## src/rtl/bank_seq_pkg.sv

```systemverilog
package bank_seq_pkg;
  localparam int STATE_W = 3;

  // Codes are visible at the port and decoded by the neighbour.
  typedef enum logic [STATE_W-1:0] {
    ST_REST  = 3'b000,
    ST_OPEN  = 3'b001,
    ST_RD    = 3'b010,
    ST_WR    = 3'b011,
    ST_CLOSE = 3'b100,
    ST_RFSH  = 3'b101,
    ST_TRAP  = 3'b111
  } bank_state_e;
endpackage

```

## src/rtl/act_hold_timer.sv

```systemverilog
module act_hold_timer #(
  parameter int HOLD = 3
) (
  input  logic clk_i,
  input  logic rst_i,
  input  logic open_i,
  output logic hold_met_o
);
  localparam int CW = (HOLD > 1) ? $clog2(HOLD) : 1;
  localparam logic [CW-1:0] LAST = CW'(HOLD - 1);

  logic [CW-1:0] cnt_q;

  assign hold_met_o = open_i && (cnt_q == LAST);

  always_ff @(posedge clk_i) begin
    if (rst_i || !open_i) begin
      cnt_q <= '0;
    end else if (!hold_met_o) begin
      cnt_q <= cnt_q + 1'b1;
    end
  end
endmodule

```

## src/rtl/seq_next_state.sv

```systemverilog
module seq_next_state
  import bank_seq_pkg::*;
(
  input  bank_state_e cur_i,
  input  logic        rd_i,
  input  logic        wr_i,
  input  logic        rfsh_i,
  input  logic        fault_i,
  input  logic        hold_met_i,
  input  logic        op_wr_i,
  output bank_state_e nxt_o,
  output logic        take_wr_o
);
  always_comb begin
    nxt_o     = cur_i;
    take_wr_o = op_wr_i;
    unique case (cur_i)
      ST_REST: begin
        if (rfsh_i) begin
          nxt_o = ST_RFSH;
        end else if (rd_i) begin
          nxt_o     = ST_OPEN;
          take_wr_o = 1'b0;
        end else if (wr_i) begin
          nxt_o     = ST_OPEN;
          take_wr_o = 1'b1;
        end else begin
          nxt_o = ST_REST;
        end
      end
      ST_OPEN: begin
        if (fault_i)         nxt_o = ST_TRAP;
        else if (hold_met_i) nxt_o = op_wr_i ? ST_WR : ST_RD;
        else                 nxt_o = ST_OPEN;
      end
      ST_RD, ST_WR: nxt_o = fault_i ? ST_TRAP : ST_CLOSE;
      ST_CLOSE:     nxt_o = fault_i ? ST_TRAP : ST_REST;
      ST_RFSH:      nxt_o = ST_REST;
      ST_TRAP:      nxt_o = ST_REST;
      default:      nxt_o = ST_TRAP;
    endcase
  end
endmodule

```

## src/rtl/bank_cmd_seq.sv

```systemverilog
module bank_cmd_seq
  import bank_seq_pkg::*;
#(
  parameter int ACT_HOLD = 3
) (
  input  logic               clk_i,
  input  logic               rst_i,
  input  logic               rd_req_i,
  input  logic               wr_req_i,
  input  logic               rfsh_req_i,
  input  logic               fault_i,
  output logic [STATE_W-1:0] state_o,
  output logic               busy_o,
  output logic               done_o
);
  bank_state_e state_q, state_d;
  logic        op_wr_q, op_wr_d;
  logic        hold_met;

  act_hold_timer #(.HOLD(ACT_HOLD)) u_hold (
    .clk_i     (clk_i),
    .rst_i     (rst_i),
    .open_i    (state_q == ST_OPEN),
    .hold_met_o(hold_met)
  );

  seq_next_state u_nxt (
    .cur_i     (state_q),
    .rd_i      (rd_req_i),
    .wr_i      (wr_req_i),
    .rfsh_i    (rfsh_req_i),
    .fault_i   (fault_i),
    .hold_met_i(hold_met),
    .op_wr_i   (op_wr_q),
    .nxt_o     (state_d),
    .take_wr_o (op_wr_d)
  );

  always_ff @(posedge clk_i) begin
    if (rst_i) begin
      state_q <= ST_REST;
      op_wr_q <= 1'b0;
      busy_o  <= 1'b0;
      done_o  <= 1'b0;
    end else begin
      state_q <= state_d;
      op_wr_q <= op_wr_d;
      busy_o  <= (state_d != ST_REST);
      done_o  <= (state_q == ST_CLOSE) && (state_d == ST_REST);
    end
  end

  assign state_o = state_q;
endmodule

```

## config.mk

```make
export PLATFORM = sky130hd
export DESIGN_NAME = bank_cmd_seq
export DESIGN_NICKNAME = d
export VERILOG_FILES = /design/src/rtl/bank_seq_pkg.sv /design/src/rtl/act_hold_timer.sv /design/src/rtl/seq_next_state.sv /design/src/rtl/bank_cmd_seq.sv
export SDC_FILE = /design/constraint.sdc
export NUM_CORES = 1
export LEC_CHECK = 0
export BUFFER_PORTS_ARGS = -buffer_cell sky130_fd_sc_hd__buf_2
export CORE_AREA = 2 2 39 41
export CTS_CLUSTER_SIZE = 12
export DETAILED_ROUTE_END_ITERATION = 6
export DIE_AREA = 0 0 41 43
export SETUP_SLACK_MARGIN = 0.02
export SKIP_CTS_REPAIR_TIMING = 1
export SYNTH_ARGS = -nofsm -noshare
export SYNTH_HDL_FRONTEND = slang
export SYNTH_SLANG_ARGS = --single-unit
```

## constraint.sdc

```tcl
create_clock -name clk_i -period 1.5 [get_ports clk_i]
set_input_delay 0.15 -clock clk_i [delete_from_list [all_inputs] [get_ports clk_i]]
set_output_delay 0.15 -clock clk_i [all_outputs]
set_load 0.05 [all_outputs]
```

; ---- Yosys cells after proc, flatten, opt, wreduce, memory -nomap -nowiden
; Cells that the tools add are included.
; Widths: inputs -> output; s select.
[totals]
in_bits = 6
regBits = 8
elab_cells = 36
[op_classes]
bitwise = 1
eq_ne = 7
muxes = 11
n_reduce_logical = 11
addsub = 1
[ops]
columns = cell, count
row1 = $mux 3, 5
row2 = $pmux 3 s5, 1
row3 = $eq 3x3->1 const B, 3
row4 = $eq 3x2->1 const B, 2
row5 = $logic_not 3->1, 2
row6 = $mux 1, 4
row7 = $reduce_or 2->1, 2
row8 = $eq 3x1->1 const B, 1
row9 = $reduce_and 3->1, 1
row10 = $reduce_bool 3->1, 1
row11 = $add 2x1->2 const B, 1
row12 = $eq 2x2->1 const B, 1
row13 = $logic_and 1x1->1, 2
row14 = $mux 2, 1
row15 = $reduce_bool 2->1, 1
row16 = $logic_not 1->1, 1
row17 = $logic_or 1x1->1, 1
row18 = $not 1->1, 1

; ---- Logic depth before layout (Yosys ltp)
[depth]
ltp_word = 7
depth_mapped = 6
mapped_depth_nobuf = 6

; ---- Hierarchy
; Synthesis repeated with hierarchy kept, for this count alone.
[hier_totals]
hier_cells = 43
area_unflattened_um2 = 402.9
[modules_own_cells]
columns = module, n_inst, cells_each, seq_area_each_um2, area_per_inst_um2
row1 = bank_cmd_seq, 1, 15, 120.1, 180.2
row2 = seq_next_state, 1, 17, 0.0, 121.4
row3 = act_hold_timer, 1, 11, 40.0, 101.3

; ---- Worst setup path before layout
; OpenSTA, ideal clock, no wires.
[synth_path]
kind = register -> register
start = reg state_q[0], in the netlist state_o[0]
end = reg busy_o
path_stages_with_launch = 5
path_slack_ps = -62
period_less_slack_ps = 1562
required_ps = 1368
t_arrival_ps = 1430
cell_sequence = dfxtp_1 > nand2b_1 > o21ai_0 > a221oi_1 > a21oi_1
[synth_between]
elab_chain_cells = 6
word_cells_on_any_way = 14
classes_between = eq/ne (6) / mux (3) / reduce/logical (5)
[synth_lines]
columns = item, line
row1 = from (decl), bank_cmd_seq.sv:16  ; bank_state_e state_q, state_d;
row2 = from (signal assigned), bank_cmd_seq.sv:46  ; state_q <= state_d;
row3 = $eq 3x1->1, "seq_next_state.sv:17, bank_cmd_seq.sv:23"
row4 = $logic_and 1x1->1, act_hold_timer.sv:14  ; assign hold_met_o = open_i && (cnt_q == LAST);
row5 = $mux 3, seq_next_state.sv:33  ; else if (hold_met_i) nxt_o = op_wr_i ? ST_WR : ST_RD;
row6 = $mux 3, seq_next_state.sv:32  ; if (fault_i) nxt_o = ST_TRAP;
row7 = $pmux 3 s5 *, seq_next_state.sv:17  ; unique case (cur_i)
row8 = $reduce_bool 3->1 *, bank_cmd_seq.sv:48  ; busy_o <= (state_d != ST_REST);
row9 = to (signal assigned), bank_cmd_seq.sv:48
row10 = to (decl), bank_cmd_seq.sv:13  ; output logic busy_o,
; Mark *: on every way between the ends. The rest lies on a longest branch, timed or not.
; A chain may end at the register's enable or synchronous reset.

; ---- Worst setup path after layout
[layout_path]
start = reg u_hold.cnt_q[0]
end = reg busy_o
[layout_between]
elab_chain_cells = 6
[layout_lines]
columns = item, line
row1 = from (decl), act_hold_timer.sv:12  ; logic [CW-1:0] cnt_q;
row2 = from (signal assigned), act_hold_timer.sv:20  ; cnt_q <= cnt_q + 1'b1;
row3 = $eq 2x2->1, act_hold_timer.sv:14
row4 = $logic_and 1x1->1, act_hold_timer.sv:14
row5 = $mux 3, seq_next_state.sv:33
row6 = $mux 3, seq_next_state.sv:32
row7 = $pmux 3 s5, seq_next_state.sv:17
row8 = $reduce_bool 3->1, bank_cmd_seq.sv:48
; Every way passes these cells.

==> impl_results.md <==
* Status: complete, no violations
* Total detailed-routing wirelength at slightly above 800 um
* Fraction of the yosys area taken by sequential cells at 40.9%
* Leakage at about 0.00021 uW
* Average wire per standard cell at about 11 um
* Count of pins on the block boundary at 11
* Max Fclk at between 700 and 800 MHz
* ANT nets after route at 0
* RSZ-0062 raised after global routing: false
* Design area at ~490 um^2
* Hold violation count in the final report at 0
* Clock buffer depth at 2
* Critical Setup Path Class: reg -> reg
* Clk root buf: sky130_fd_sc_hd__clkbuf_4
* Worst path arrival time at 1.44 ns
* DPL Wire Length at around 600 um
* Num rows at 14
* Synth unique cells at 20
* Worst-case clock skew at 0.00249 ns
* Setup violation total in the final timing report at 0
* Post-synthesis register bit count at 8
* Area enclosed by the die boundary at ~1800 um^2
* Combined global-route utilization of all metal layers at approximately an eighth
* Height of the die at 43 um
* Ratio of cells with drive above 1 in the final layout at between 30 and 40%
* Total chip power at between 700 and 800 uW
* Maximum ir drop on the vdd rail at 0.424 mV
* Endpoint kind of the worst setup timing path: register
* CTS Buf Count at 3
* Required time worst endpoint at around 1.6 ns
* Remaining design rule violation count at 0
* Layout area overhead at 25.6%
* Number of antenna cells inserted at 0
* Wire length of the first global-routing pass at 1.35 mm
* Register Area at roughly 160 um^2
* Cells after synthesis at 48
* Pin slew with the least headroom to its limit at 0.336 ns
* Final RePlAce weighted congestion at between 0.7 and 0.8
* CP max stage delay at between 0.3 and 0.4 ns
* Final total negative setup slack at 0 ns
* Max Slew Vio Count at 0
* Number of antenna violations at the first check in global routing at 0
* Max cap viols at 0
* Placement Cell Area at between 400 and 500 um^2
* Core outline area at around 1400 um^2
* Synthesis Warnings at 0
* Syn Area/Cell at 8.16 um^2
* First DRT Iteration DRCs at 5
* Clock-pin transition on the worst setup and hold timing paths at roughly 0.05 ns
* H-tree depth at 1
* Count of input and output buffers at 10
* Final worst-path cycle share at between 80 and 90%
* Maximum fanout along the worst path at 2
* Slew margin rel. at roughly 77%
* Vias after detailed routing at around 390
* Fill cells at around 150
* Area taken by multi-input logic gates at 216 um^2
* Via density per instance at about 5.1
* Total clock sinks at 8
* Final net count at between 60 and 70
* Iteration count of the initial detailed-routing pass at 4
* Path category of the worst min-delay check: in -> reg
* Synthesized area at slightly below 400 um^2
* Critical Path, Cell by Cell: inv_1, ha_1, nor4bb_1, nor4_1, a221oi_2, a21oi_1
* Element type at the critical path start: register
* Vias in the first global route at roughly 320
* Net Count, Synth at 55
* Total gr overflow at 0
* Overall die width at slightly above 40 um
* Critical Path Slowest Stage Cell: sky130_fd_sc_hd__dfxtp_1
* Initial core utilization at ~28%
* Clock tree from TritonCTS: yes
* Worst-skew pair later-pin latency at around 0.25 ns
* Core occupancy in the finished layout at ~36%
* Period minus WS final at between 1 and 1.5 ns
* Power density over cell area at 1500 nW/um^2
* Pin count of the biggest net entering global routing at 15
* Min Hold Slack at about 0.097 ns
-- flip-flops by register name, summed over array words and instances (netlist names) --
name and count:
u_hold.cnt_q 2, done_o 1, state_o 3, op_wr_q 1
busy_o 1
-- critical path: cells and delay by family, from the launching register on --
kind,cells,cell delay (ns)
AND/OR/NAND/NOR,2,0.36
buffers and inverters,1,0.05
adder cells (fa/ha/maj),1,0.15
AO/OA/AOI/OAI,2,0.33
flip-flops,1,0.31
-- cells by family after synthesis --
group	share of synthesized area (%)
AO/OA/AOI/OAI	23.6
XOR/XNOR	2.24
flip-flops	40.9
adder cells (fa/ha/maj)	3.19
AND/OR/NAND/NOR	24.6
buffers and inverters	5.43
-- final timing paths --
check | start | to | slack [ns] | cells after the start
worst max-delay path | u_hold.cnt_q[0] | busy_o | 0.19 | 6
worst min-delay path | rd_req_i | op_wr_q | 0.1 | 2
worst max register to register | u_hold.cnt_q[0] | busy_o | 0.19 | 6
worst min register to register | u_hold.cnt_q[1] | u_hold.cnt_q[1] | 0.49 | 2
-- final cells by class --
class                           instances  share of cell area (%)
Inverter                                3                    2.29
Timing Repair Buffer                   11                    11.7
Tap cell                               16                    4.07
Multi-Input combinational cell         35                    44.0
Sequential cell                         8                    33.3
Clock buffer                            3                    4.58
-- routing by layer --
metal / vias to the layer above / routed length [um] / global-route usage (%)
met5: - / 0 / 0
met4: 0 / 0 / 6.00
met3: 0 / 51 / 7.85
met2: 9 / 392 / 15.6
met1: 178 / 370 / 14.2
li1: 200 / - / -
-- cells in the mapped netlist --
| library cell | number | area share (%) |
|---|---|---|
| sky130_fd_sc_hd__a21oi_1 | 5 | 6.4 |
| sky130_fd_sc_hd__a221oi_1 | 1 | 2.2 |
| sky130_fd_sc_hd__xor2_1 | 1 | 2.2 |
| sky130_fd_sc_hd__inv_2 | 1 | 0.96 |
| sky130_fd_sc_hd__nor4_1 | 3 | 4.8 |
| sky130_fd_sc_hd__a311oi_1 | 1 | 2.2 |
| sky130_fd_sc_hd__inv_1 | 2 | 1.9 |
| sky130_fd_sc_hd__dfxtp_1 | 8 | 41 |
| sky130_fd_sc_hd__buf_2 | 2 | 2.6 |
| sky130_fd_sc_hd__o21ai_0 | 4 | 5.1 |
| sky130_fd_sc_hd__o31ai_1 | 1 | 1.9 |
| sky130_fd_sc_hd__nor2_1 | 8 | 7.7 |
| sky130_fd_sc_hd__nand2_1 | 1 | 0.96 |
| sky130_fd_sc_hd__nand2b_1 | 2 | 3.2 |
| sky130_fd_sc_hd__nor3_1 | 2 | 2.6 |
| sky130_fd_sc_hd__a211oi_1 | 2 | 3.8 |
| sky130_fd_sc_hd__ha_1 | 1 | 3.2 |
| sky130_fd_sc_hd__nor4bb_1 | 1 | 2.6 |
| sky130_fd_sc_hd__o21bai_1 | 1 | 1.9 |
| sky130_fd_sc_hd__or4_4 | 1 | 2.9 |
-- placed cells by master, fill, tap and decap left out, drive strengths merged, types with 2 or more instances in the layout --
cell,count
nor3,2
a21oi,5
a211oi,2
clkbuf,3
nor4,3
nor2,8
inv,3
o21ai,4
buf,11
nand2b,2
dfxtp,8
-- power breakdown --
part	leakage, uW	switching (uW)	internal, uW
Sequential	0.0000667	58.0	251
Clock	0.0000138	71.6	91.4
Combinational	0.000125	173	92.1
-- per-stage QoR --
stage / cells / setup slack (ns)
floorplan: 48 / 0.116
global placement: 73 / 0.128
detailed placement: 73 / 0.0945
CTS: 76 / 0.0865
global route: 76 / 0.0353
finish: 76 / 0.188
Power figures use the tool's default switching activity.
